File: config.mk
export PLATFORM = sky130hd
export DESIGN_NAME = amp_i2c_ctrl
export DESIGN_NICKNAME = d
export VERILOG_FILES = /design/src/rtl/amp_i2c_pkg.sv /design/src/rtl/amp_i2c_sync.sv /design/src/rtl/amp_i2c_frame.sv /design/src/rtl/amp_i2c_cmdreg.sv /design/src/rtl/amp_i2c_ctrl.sv
export SDC_FILE = /design/constraint.sdc
export NUM_CORES = 1
export LEC_CHECK = 0
export ABC_AREA = 1
export ABC_CLOCK_PERIOD_IN_PS = 2100
export BUFFER_PORTS_ARGS = -buffer_cell sky130_fd_sc_hd__clkbuf_2
export CAP_MARGIN = 10
export CORE_ASPECT_RATIO = 1.75
export CORE_MARGIN = 2
export CORE_UTILIZATION = 40
export DETAILED_ROUTE_END_ITERATION = 10
export PLACE_DENSITY = 0.69
export SYNTH_ARGS = -nofsm -noshare
export SYNTH_HDL_FRONTEND = slang
export SYNTH_HIERARCHICAL = 1
export SYNTH_SLANG_ARGS = --single-unit
File: constraint.sdc
create_clock -name clk -period 2.1 [get_ports clk]
set_input_delay 0.42 -clock clk [delete_from_list [all_inputs] [get_ports clk]]
set_output_delay 0.42 -clock clk [all_outputs]
set_load 0.02 [all_outputs]
File: src/rtl/amp_i2c_pkg.sv
// Package: shared constants and types for the amplifier command port.
// Assumes an 8-bit byte and a 5-bit fixed address prefix.
package amp_i2c_pkg;

    localparam int BYTE_W  = 8;
    localparam int VOL_W   = 6;
    localparam int STRAP_W = 2;

    localparam logic [4:0] ADDR_PREFIX = 5'b10010;
    localparam logic [7:0] CODE_PWM    = 8'hD5;
    localparam logic [7:0] CODE_FLESS  = 8'hD6;

    typedef enum logic [2:0] {
        ST_IDLE,
        ST_ADDR,
        ST_ADDR_ACK,
        ST_CMD,
        ST_CMD_ACK,
        ST_HOLD
    } frame_state_t;

endpackage

File: src/rtl/amp_i2c_sync.sv
// Module: two-flop synchronizers for SCL/SDA plus bus-event detection.
// Assumes clk is at least 25x the SCL rate. Reset sets both lines to idle-high.
module amp_i2c_sync (
    input  logic clk,
    input  logic rst_n,
    input  logic scl_i,
    input  logic sda_i,
    output logic scl_s,
    output logic sda_s,
    output logic scl_rise,
    output logic scl_fall,
    output logic start_det,
    output logic stop_det
);

    logic [1:0] scl_pipe;
    logic [1:0] sda_pipe;
    logic       scl_d;
    logic       sda_d;

    // Purpose: bring the line levels into clk and keep one delayed copy.
    always_ff @(posedge clk) begin
        if (!rst_n) begin
            scl_pipe <= 2'b11;
            sda_pipe <= 2'b11;
            scl_d    <= 1'b1;
            sda_d    <= 1'b1;
        end else begin
            scl_pipe <= {scl_pipe[0], scl_i};
            sda_pipe <= {sda_pipe[0], sda_i};
            scl_d    <= scl_pipe[1];
            sda_d    <= sda_pipe[1];
        end
    end

    assign scl_s = scl_pipe[1];
    assign sda_s = sda_pipe[1];

    // Purpose: classify SCL edges and SDA edges that occur while SCL is high.
    always_comb begin
        scl_rise  = scl_s & ~scl_d;
        scl_fall  = ~scl_s & scl_d;
        start_det = scl_s & scl_d & sda_d & ~sda_s;
        stop_det  = scl_s & scl_d & ~sda_d & sda_s;
    end

endmodule

File: src/rtl/amp_i2c_frame.sv
// Module: frame engine. It receives the address and command bytes,
// drives the acknowledge, and hands each accepted command byte onward.
// Assumes that SCL and SDA are already synchronized and that events are
// one-cycle pulses.
module amp_i2c_frame
    import amp_i2c_pkg::*;
#(
    parameter int BW = BYTE_W,
    parameter int SW = STRAP_W
) (
    input  logic          clk,
    input  logic          rst_n,
    input  logic [SW-1:0] strap,
    input  logic          sda_s,
    input  logic          scl_rise,
    input  logic          scl_fall,
    input  logic          start_det,
    input  logic          stop_det,
    output logic          sda_pull,
    output logic          cmd_valid,
    output logic [BW-1:0] cmd_byte
);

    localparam int CW = $clog2(BW + 1);

    frame_state_t  state;
    logic [CW-1:0] bit_cnt;
    logic [BW-1:0] shreg;
    logic          start_hi;
    logic          bus_en;
    logic          addr_ok;
    logic          byte_done;

    // Purpose: straps at zero switch the port off; compare the address byte.
    always_comb begin
        bus_en    = (strap != '0);
        addr_ok   = (shreg[BW-1:1] == {ADDR_PREFIX, strap}) && !shreg[0];
        byte_done = scl_fall && (bit_cnt == CW'(BW));
    end

    // Purpose: frame sequencing, bit shifting and acknowledge control.
    always_ff @(posedge clk) begin
        if (!rst_n) begin
            state     <= ST_IDLE;
            bit_cnt   <= '0;
            shreg     <= '0;
            start_hi  <= 1'b0;
            sda_pull  <= 1'b0;
            cmd_valid <= 1'b0;
        end else begin
            cmd_valid <= 1'b0;
            if (!bus_en) begin
                state    <= ST_IDLE;
                sda_pull <= 1'b0;
                start_hi <= 1'b0;
            end else if (start_det) begin
                state    <= ST_ADDR;
                bit_cnt  <= '0;
                sda_pull <= 1'b0;
                start_hi <= 1'b1;
            end else if (stop_det && !start_hi) begin
                state    <= ST_IDLE;
                sda_pull <= 1'b0;
            end else begin
                if (scl_fall) start_hi <= 1'b0;
                case (state)
                    ST_ADDR, ST_CMD: begin
                        if (scl_rise) begin
                            shreg   <= {shreg[BW-2:0], sda_s};
                            bit_cnt <= bit_cnt + 1'b1;
                        end else if (byte_done) begin
                            bit_cnt <= '0;
                            if (state == ST_CMD) begin
                                state     <= ST_CMD_ACK;
                                sda_pull  <= 1'b1;
                                cmd_valid <= 1'b1;
                            end else if (addr_ok) begin
                                state    <= ST_ADDR_ACK;
                                sda_pull <= 1'b1;
                            end else begin
                                state <= ST_IDLE;
                            end
                        end
                    end
                    ST_ADDR_ACK: begin
                        if (scl_fall) begin
                            state    <= ST_CMD;
                            sda_pull <= 1'b0;
                            bit_cnt  <= '0;
                        end
                    end
                    ST_CMD_ACK: begin
                        if (scl_fall) begin
                            state    <= ST_HOLD;
                            sda_pull <= 1'b0;
                        end
                    end
                    default: ;
                endcase
            end
        end
    end

    assign cmd_byte = shreg;

endmodule

File: src/rtl/amp_i2c_cmdreg.sv
// Module: command decoder and control registers. It holds the volume and
// modulation select, and pulses a strobe on each applied write.
// Assumes that cmd_valid is a single-cycle pulse.
module amp_i2c_cmdreg
    import amp_i2c_pkg::*;
#(
    parameter int BW = BYTE_W,
    parameter int VW = VOL_W
) (
    input  logic          clk,
    input  logic          rst_n,
    input  logic          cmd_valid,
    input  logic [BW-1:0] cmd_byte,
    output logic [VW-1:0] vol_level,
    output logic          mode_filterless,
    output logic          wr_strobe
);

    localparam int SEL_W = BW - VW;

    logic is_vol;
    logic is_pwm;
    logic is_fless;

    // Purpose: sort the command byte into its three classes.
    always_comb begin
        is_vol   = (cmd_byte[BW-1 -: SEL_W] == '0);
        is_pwm   = (cmd_byte == CODE_PWM);
        is_fless = (cmd_byte == CODE_FLESS);
    end

    // Purpose: apply recognized commands and raise the write strobe.
    always_ff @(posedge clk) begin
        if (!rst_n) begin
            vol_level       <= '0;
            mode_filterless <= 1'b1;
            wr_strobe       <= 1'b0;
        end else begin
            wr_strobe <= 1'b0;
            if (cmd_valid) begin
                if (is_vol) begin
                    vol_level <= cmd_byte[VW-1:0];
                    wr_strobe <= 1'b1;
                end else if (is_pwm || is_fless) begin
                    mode_filterless <= is_fless;
                    wr_strobe       <= 1'b1;
                end
            end
        end
    end

endmodule

File: src/rtl/amp_i2c_ctrl.sv
// Module: top of the write-only amplifier command port.
// Assumes that clk is at least 10 MHz for a 400 kHz bus and that the straps
// change only while the bus is idle.
module amp_i2c_ctrl
    import amp_i2c_pkg::*;
(
    input  logic               clk,
    input  logic               rst_n,
    input  logic               scl_i,
    input  logic               sda_i,
    input  logic [STRAP_W-1:0] addr_strap,
    output logic               sda_pull,
    output logic [VOL_W-1:0]   vol_level,
    output logic               mode_filterless,
    output logic               wr_strobe
);

    logic              scl_sync;
    logic              sda_sync;
    logic              scl_rise;
    logic              scl_fall;
    logic              start_det;
    logic              stop_det;
    logic              cmd_valid;
    logic [BYTE_W-1:0] cmd_byte;

    amp_i2c_sync u_sync (
        .clk       (clk),
        .rst_n     (rst_n),
        .scl_i     (scl_i),
        .sda_i     (sda_i),
        .scl_s     (scl_sync),
        .sda_s     (sda_sync),
        .scl_rise  (scl_rise),
        .scl_fall  (scl_fall),
        .start_det (start_det),
        .stop_det  (stop_det)
    );

    amp_i2c_frame #(.BW(BYTE_W), .SW(STRAP_W)) u_frame (
        .clk       (clk),
        .rst_n     (rst_n),
        .strap     (addr_strap),
        .sda_s     (sda_sync),
        .scl_rise  (scl_rise),
        .scl_fall  (scl_fall),
        .start_det (start_det),
        .stop_det  (stop_det),
        .sda_pull  (sda_pull),
        .cmd_valid (cmd_valid),
        .cmd_byte  (cmd_byte)
    );

    amp_i2c_cmdreg #(.BW(BYTE_W), .VW(VOL_W)) u_cmdreg (
        .clk             (clk),
        .rst_n           (rst_n),
        .cmd_valid       (cmd_valid),
        .cmd_byte        (cmd_byte),
        .vol_level       (vol_level),
        .mode_filterless (mode_filterless),
        .wr_strobe       (wr_strobe)
    );

endmodule

==> metrics.cfg, run 1 <==
[run_status]
status = finished, final reports clean

[floorplan]
dieArea_um2 = 4450
die_w_um = 51.3
rows = 30
ios = 15
initial_utilization_pct = 40.9
die_h_um = 86.8
core_area_um2 = 3830

[clocking]
clk_pin_slew_worst_paths_ns = 0.07
cts_htree_levels = 2
cts_sinks = 32
cts-root-buf = clkbuf_8
cts.path.max_buffers = 2
post-cts-setup-buffers = 0
cts_buffers = 5
cts_resized = 0
cts_tree = built
clock_latency_ns = 0.27
postCtsHoldBufs = 0

[cells_and_area]
post-route-util_pct = 46.4
fillers = 426
num_antenna_cells = 0
seq_area_um2 = 641
fin_cells = 299
multi_input_area_um2 = 742
layout-area-overhead-vs-synth_pct = 13.3
drive_above_1_share_pct = 16.7
nNetsFinal = 258

[sta]
rsz0062_at_grt = false
max_freq_ghz = 0.597
worst_pin_slew_ns = 0.424
clock-skew-final_ns = 0.00377
slew_headroom_pct = 71.5
finalSetupViolCount = 0
timing.final.crit_share_pct = 79.8
fin_tns_setup_ns = 0
slew_viol_final = 0
fin_crit_ns = 1.68
final_hold_viol_count = 0

[yosys]
yosysWarnings = 6
ys_ff_latch = 32
synth.avg_cell_area_um2 = 6.78
ys_top_cells_by_area = dfxtp_1 (41%), nand2_1 (9.8%), inv_1 (9.3%)
async_flop_share_pct = 0
ys_seq_area_share_pct = 40.9
netlist_top_cells_count = nand2_1 (41), inv_1 (39), nor2_1 (37)
netlist.area_leader.share_pct = 40.9
synth_edf_count = 0
synthesis.nets = 239
yosysTopAreaCell = dfxtp_1
synth-main-ff-cell = dfxtp_1
synth_area_um2 = 1570
synth.distinct_cells = 26
synth_cells = 231
yosysMostFrequentCell = nand2_1

[detailed_routing]
drtIter0Drc = 38
ant_nets = 0
via_count = 1433
drc = 0
via_per_inst = 4.79
drt-wirelength-per-cell_um = 10.9
wl_um = 3260
drt_pass1_iterations = 4

[flow_run]
drv_cap = 0

[placed_design]
dp_hpwl_um = 2430
gp_congestion = 0.904
io_buffers = 14
placedCellCount = 291

[grt]
grt_usage_pct = 16.5
grt_pass1_wl_um = 5540
antenna_found_initial = 0
grt_start_max_net_pins = 26
grt-ovfl-total = 0
grt_pass1_vias = 1345

[critical_path]
arrival_ns = 1.84
crit_chain = nand2_1, nor2_1, nor2_2, nand4_1, inv_1, o21ai_0, a21oi_1
cp-start-kind = flip-flop
endpoint_kind = flip-flop
crit_start = u_sync/scl_pipe[1]
worstSetupPathType = flip-flop to flip-flop
crit_path_top_delay_cell = dfxtp_1
path_max_fanout = 11
r2r_start = u_sync/scl_pipe[1]
worstPathRequired_ns = 2.26
slowest_delay_ns = 0.35

[min_path]
holdCritStartpoint = sda_i
min_path_type = primary input to flip-flop

[power_and_ir_drop]
powerDensity_nw_per_um2 = 1070
p_leak_nw = 0.850
irDropWorstVdd_uv = 490

## registers in the layout, summed over array words and instances, names as in the netlist
register,count
u_sync/sda_d,1
u_frame/cmd_byte,8
u_frame/cmd_valid,1
u_cmdreg/wr_strobe,1
u_cmdreg/vol_level,6
u_sync/sda_pipe,2
u_frame/state,3
u_sync/scl_d,1
u_frame/bit_cnt,4
u_cmdreg/mode_filterless,1
u_sync/scl_pipe,2
u_frame/start_hi,1
u_frame/sda_pull,1
## metrics by stage
stage                     power, mW  hold WS [ns]  area (um2)  worst slack, ns
after CTS                      1.91         0.303        1780            0.436
after global placement         1.40         0.387        1680            0.538
after global routing           2.06         0.316        1780            0.214
after floorplan                1.28         0.380        1570            0.760
after detailed placement       1.41         0.393        1680            0.459
final                          1.89         0.312        1780            0.425
## layer usage
layer,vias up,GRT usage (%),wire (um)
li1,755,-,-
met1,645,18.2,1460
met2,23,27.9,1610
met3,10,3.62,83
met4,0,10.5,116
met5,-,0,0
## cells in the final DEF, fill, tap and decap left out, types with 2 or more instances in the layout
cell type	synthesis	layout
nand2_1	41	41
nand3_1	13	13
nand4_1	3	3
nand2_2	5	5
o21ai_0	17	17
a21oi_1	16	16
nor2_1	37	37
inv_1	39	39
ha_1	2	2
dfxtp_1	32	32
o21ai_1	3	3
nor2_2	3	3
nor2_4	2	2
nor3_1	3	3
inv_2	4	4
clkbuf_2	0	14
clkbuf_8	0	6
## power breakdown
group | leakage (nW) | switching, mW | internal (mW)
sequential | 0.260 | 0.0735 | 0.676
combinational | 0.546 | 0.430 | 0.227
clock | 0.0445 | 0.222 | 0.266
## cell type report
type | instances | share of cell area, %
Tap cell | 48 | 3.38
Clock inverter | 1 | 0.423
Timing Repair Buffer | 15 | 4.37
Sequential cell | 32 | 36.1
Inverter | 43 | 9.09
Multi-Input combinational cell | 153 | 41.8
Clock buffer | 7 | 4.86
## cells by family (layout without fill, tap and decap cells)
kind of cell | count (synthesis) | count (layout) | share of synthesized area (%)
compound gates | 38 | 38 | 12.6
fa+ha+maj | 2 | 2 | 1.60
xor+xnor | 1 | 1 | 0.559
buf+inv | 46 | 66 | 11.7
flops | 32 | 32 | 40.9
simple gates | 112 | 112 | 32.6
## worst max-delay path: cells and delay by family, from the launching register on
family	cells	cell delay, ns
buf+inv	1	0.17
simple gates	4	0.80
compound gates	2	0.24
flops	1	0.35
## worst paths after layout
path,slack [ns],to,cells past startpoint
worst min register to register,0.41,u_sync/scl_pipe[1],2
worst min-delay path,0.31,u_sync/sda_pipe[0],3
worst max-delay path,0.42,u_frame/cmd_byte[4],7
worst max register to register,0.42,u_frame/cmd_byte[4],7
No activity file was read; power rests on OpenSTA's default activity.
==> run 2, diff against run 1 <==
--- a/config.mk
+++ b/config.mk
@@ -6,7 +6,7 @@
 export NUM_CORES = 1
 export LEC_CHECK = 0
 export ABC_AREA = 1
-export ABC_CLOCK_PERIOD_IN_PS = 2100
+export ABC_CLOCK_PERIOD_IN_PS = 1700
 export BUFFER_PORTS_ARGS = -buffer_cell sky130_fd_sc_hd__clkbuf_2
 export CAP_MARGIN = 10
 export CORE_ASPECT_RATIO = 1.75
==> constraint.sdc (replaced) <==
create_clock -name clk -period 1.7 [get_ports clk]
set_input_delay 0.34 -clock clk [delete_from_list [all_inputs] [get_ports clk]]
set_output_delay 0.34 -clock clk [all_outputs]
set_load 0.02 [all_outputs]
==> run 2 against run 1 <==
Against the previous run:
- die area is the same
- sequential power increased by 24%
- maximum frequency up 11%
- largest cell class unchanged
==> metrics.cfg, run 2 (synthesized netlist as in run 1, its figures left out) <==
[run_status]
status = finished, final reports clean

[detailed_routing]
drc = 0
ant_nets = 0
via_per_inst = 4.69
wl_um = 3260
drt-wirelength-per-cell_um = 10.8
drtIter0Drc = 29
via_count = 1416
drt_pass1_iterations = 4

[placed_design]
dp_hpwl_um = 2470
io_buffers = 14
gp_congestion = 0.839

[clocking]
cts.path.max_buffers = 2
clk_pin_slew_worst_paths_ns = 0.07
cts-root-buf = clkbuf_8
cts_resized = 0
cts_tree = built
cts_htree_levels = 2
cts_buffers = 5
cts_sinks = 32
postCtsHoldBufs = 0
post-cts-setup-buffers = 0
clock_latency_ns = 0.28

[floorplan]
ios = 15
die_w_um = 51.3
die_h_um = 86.8
initial_utilization_pct = 40.9
core_area_um2 = 3830
dieArea_um2 = 4450
rows = 30

[critical_path]
critPathBufInv = 3
cp-start-kind = flip-flop
path_max_fanout = 11
r2r_start = u_sync/scl_pipe[1]
crit_path_top_delay_cell = dfxtp_1
crit_start = u_sync/scl_pipe[1]
endpoint_kind = flip-flop
worstPathRequired_ns = 1.87
crit_chain = nand2_1, nor2_1, nand2_2, inv_1, nor2_2, nand4_1, buf_4, inv_1, o21ai_1, a21oi_1
arrival_ns = 1.68
crit_top_cell = inv_1
path_delay_family = simple AND/OR/NAND/NOR gates
worstSetupPathType = flip-flop to flip-flop
slowest_delay_ns = 0.35

[cells_and_area]
nNetsFinal = 261
largest_reg_flops = 8
layout-area-overhead-vs-synth_pct = 14.8
final_common_cell = nand2_1
multi_input_area_um2 = 742
seq_area_um2 = 641
layout_common_cells = nand2_1 (41), inv_1 (39), nor2_1 (37)
post-route-util_pct = 47.0
num_antenna_cells = 0
drive_above_1_share_pct = 17.7
fillers = 407

[flow_run]
drv_cap = 0

[min_path]
min_path_type = primary input to flip-flop
holdCritStartpoint = sda_i

[sta]
clock-skew-final_ns = 0.00663
rsz0062_at_grt = false
fin_crit_ns = 1.52
finalSetupViolCount = 0
fin_tns_setup_ns = 0
slew_viol_final = 0
worst_pin_slew_ns = 0.369
max_freq_ghz = 0.660
final_hold_viol_count = 0
slew_headroom_pct = 75.2
timing.final.crit_share_pct = 89.2

[grt]
grt_usage_pct = 16.8
grt_pass1_vias = 1293
grt_start_max_net_pins = 26
antenna_found_initial = 0
grt-ovfl-total = 0
grt_pass1_wl_um = 5600

[power_and_ir_drop]
irDropWorstVdd_uv = 738
p_leak_nw = 0.865
powerDensity_nw_per_um2 = 1310

[run 2: cell count changes in the layout (fill, tap and decap cells not counted), sizes merged]
cell	previous run	this run
buf	1	4
[run 2: worst paths after layout]
path                         end  slack, ns  depth (start not counted)
max reg2reg  u_frame/cmd_byte[4]       0.18                         10
min reg2reg   u_sync/scl_pipe[1]       0.39                          2
max          u_frame/cmd_byte[4]       0.18                         10
min           u_sync/sda_pipe[0]       0.23                          3
[run 2: metrics by stage]
stage / cells / cell area (um2) / hold slack, ns / total power [mW] / setup WS, ns
floorplan: 231 / 1570 / 0.380 / 1.58 / 0.360
global route: 302 / 1800 / 0.241 / 2.56 / 0.0158
detailed placement: 294 / 1700 / 0.386 / 1.76 / 0.245
global placement: 294 / 1700 / 0.386 / 1.74 / 0.286
CTS: 302 / 1800 / 0.217 / 2.38 / 0.179
finish: 302 / 1800 / 0.227 / 2.36 / 0.184
[run 2: final cells by class]
class | instances | area share (%)
Clock inverter | 1 | 0.418
Clock buffer | 7 | 4.80
Sequential cell | 32 | 35.6
Multi-Input combinational cell | 153 | 41.3
Tap cell | 48 | 3.34
Inverter | 43 | 8.98
Timing Repair Buffer | 18 | 5.57
[run 2: metal layers]
layer / track usage [%] / vias to the layer above / wire length, um
li1: - / 766 / -
met1: 18.9 / 632 / 1420
met2: 28.9 / 13 / 1710
met3: 4.31 / 5 / 79
met4: 8.13 / 0 / 56
met5: 0 / - / 0
[run 2: report_power, final]
group / internal, mW / leakage [nW] / switching (mW) / total (mW)
Clock: 0.329 / 0.0445 / 0.288 / 0.617
Combinational: 0.282 / 0.561 / 0.526 / 0.808
Sequential: 0.836 / 0.260 / 0.0953 / 0.931
Total: 1.45 / 0.865 / 0.909 / 2.36
[run 2: tightest hold or removal path, stage by stage]
cell	delay, ns
clkbuf_2	0.07
inv_1	0.03
nand2_1	0.04
==> run 3, diff against run 2 <==
--- a/config.mk
+++ b/config.mk
@@ -7,13 +7,14 @@
 export LEC_CHECK = 0
 export ABC_AREA = 1
 export ABC_CLOCK_PERIOD_IN_PS = 1700
-export BUFFER_PORTS_ARGS = -buffer_cell sky130_fd_sc_hd__clkbuf_2
+export BUFFER_PORTS_ARGS = -buffer_cell sky130_fd_sc_hd__buf_2
 export CAP_MARGIN = 10
 export CORE_ASPECT_RATIO = 1.75
 export CORE_MARGIN = 2
 export CORE_UTILIZATION = 40
 export DETAILED_ROUTE_END_ITERATION = 10
 export PLACE_DENSITY = 0.69
+export REMOVE_ABC_BUFFERS = 1
 export SYNTH_ARGS = -nofsm -noshare
 export SYNTH_HDL_FRONTEND = slang
 export SYNTH_HIERARCHICAL = 1
==> run 3 against run 2 <==
Against the previous run:
- hold slack improved by 0.0053 ns
- wire length decreased by 1.5%
- critical endpoint is now u_frame/bit_cnt[1]
- clock skew rose by 0.00082 ns
- cell area fell by 0.21%
- largest cell class unchanged
- highest routed layer unchanged
==> metrics.cfg, run 3 (synthesized netlist as in run 1, its figures left out) <==
[run_status]
status = finished, final reports clean

[detailed_routing]
drc = 0
ant_nets = 0
drt_pass1_iterations = 5
wl_um = 3220
drtIter0Drc = 37
via_count = 1394
via_per_inst = 4.62
drt-wirelength-per-cell_um = 10.6

[sta]
worst_pin_slew_ns = 0.402
slew_viol_final = 0
max_freq_ghz = 0.668
timing.final.crit_share_pct = 88.1
slew_headroom_pct = 73.0
final_hold_viol_count = 0
finalSetupViolCount = 0
fin_crit_ns = 1.50
clock-skew-final_ns = 0.00745
rsz0062_at_grt = false
fin_tns_setup_ns = 0

[cells_and_area]
layout_common_cells = nand2_1 (41), inv_1 (39), nor2_1 (37)
final_common_cell = nand2_1
nNetsFinal = 261
num_antenna_cells = 0
fillers = 399
layout-area-overhead-vs-synth_pct = 14.5
fin_cells = 302
largest_reg_flops = 8
design_area_um2 = 1790
drive_above_1_share_pct = 17.3
post-route-util_pct = 46.9

[critical_path]
worstSetupPathType = flip-flop to flip-flop
crit_start = u_sync/scl_pipe[1]
r2r_start = u_sync/scl_pipe[1]
cp-start-kind = flip-flop
endpoint_kind = flip-flop
arrival_ns = 1.66
path_max_fanout = 5
worstPathRequired_ns = 1.86

[placed_design]
io_buffers = 14
gp_congestion = 0.896
dpl-instance-area_um2 = 1700
dp_hpwl_um = 2420
placedCellCount = 294

[power_and_ir_drop]
powerDensity_nw_per_um2 = 1300
p_sw_share_pct = 38.0
p_leak_nw = 0.871
intPower_mw = 1.45
pwr-share-clk_pct = 25.6
pwr-share-comb_pct = 34.6
seqPwrFrac_pct = 39.8
total_power_mw = 2.34
irDropWorstVdd_uv = 575
p_switching_uw = 889

[clocking]
cts_buffers = 5
postCtsHoldBufs = 0
cts_sinks = 32
cts_resized = 0
clock_latency_ns = 0.28
cts_htree_levels = 2
cts.path.max_buffers = 2
post-cts-setup-buffers = 0
clk_pin_slew_worst_paths_ns = 0.06
cts-root-buf = clkbuf_8
cts_tree = built

[grt]
grt_pass1_wl_um = 5200
grt-ovfl-total = 0
grt_usage_pct = 15.6
grt_start_max_net_pins = 26
grt_pass1_vias = 1201
antenna_found_initial = 0

[min_path]
holdCritStartpoint = sda_i
min_path_type = primary input to flip-flop

[floorplan]
die_w_um = 51.3
rows = 30
die_h_um = 86.8
ios = 15
core_area_um2 = 3830
dieArea_um2 = 4450
initial_utilization_pct = 40.9

[flow_run]
drv_cap = 0

==> run 3: cell types whose count changed in the layout (fill, tap and decap cells not counted), sizes merged <==
cell and delta:
buf +14, clkinvlp -1, clkbuf -13
==> run 3: power by group through the flow <==
stage	clock network, mW	registers (mW)	logic [mW]
final	0.599	0.930	0.809
after global routing	0.645	0.942	0.934
after CTS	0.616	0.929	0.806
after detailed placement	0	0.944	0.801
after global placement	0	0.940	0.790
after floorplan	0	0.937	0.639
==> run 3: through the flow <==
stage / hold WS, ns / worst slack, ns
6_report: 0.232 / 0.202
3_5_place_dp: 0.395 / 0.230
4_1_cts: 0.222 / 0.217
5_1_grt: 0.236 / 0.00558
3_3_place_gp: 0.383 / 0.263
2_1_floorplan: 0.380 / 0.285
==> run 3: routing by layer <==
layer | vias up | wire (um) | global-route usage [%]
met3 | 2 | 88 | 3.62
met1 | 610 | 1390 | 16.3
li1 | 761 | - | -
met2 | 21 | 1700 | 28.7
met5 | - | 0 | 0
met4 | 0 | 38 | 7.18
==> run 3: final timing paths <==
| check | endpoint | slack, ns | cells after the start |
|---|---|---|---|
| setup / recovery | u_frame/bit_cnt[1] | 0.20 | 10 |
| hold / removal | u_sync/sda_pipe[0] | 0.23 | 3 |
| setup reg to reg | u_frame/bit_cnt[1] | 0.20 | 10 |
| hold reg to reg | u_sync/scl_pipe[1] | 0.41 | 2 |
==> run 3: area by class of cell <==
| class | instances | area [um2] | area share [%] |
|---|---|---|---|
| multi-input combinational | 153 | 742 | 41.4 |
| sequential | 32 | 641 | 35.7 |
| inverter | 43 | 161 | 9.00 |
| timing repair buffer | 18 | 100 | 5.58 |
| clock buffer | 8 | 90.1 | 5.02 |
| tap | 48 | 60.1 | 3.35 |
==> run 3: worst max-delay path, cell delays in order, from the launching register on <==
cell     delay [ns]
dfxtp_1        0.36
nand2_1        0.08
nor2_1         0.22
buf_4          0.18
nor2_1         0.05
nand3_1        0.07
nand2_1        0.05
inv_1          0.10
nand2_4        0.07
o21ai_0        0.14
nor2_1         0.07
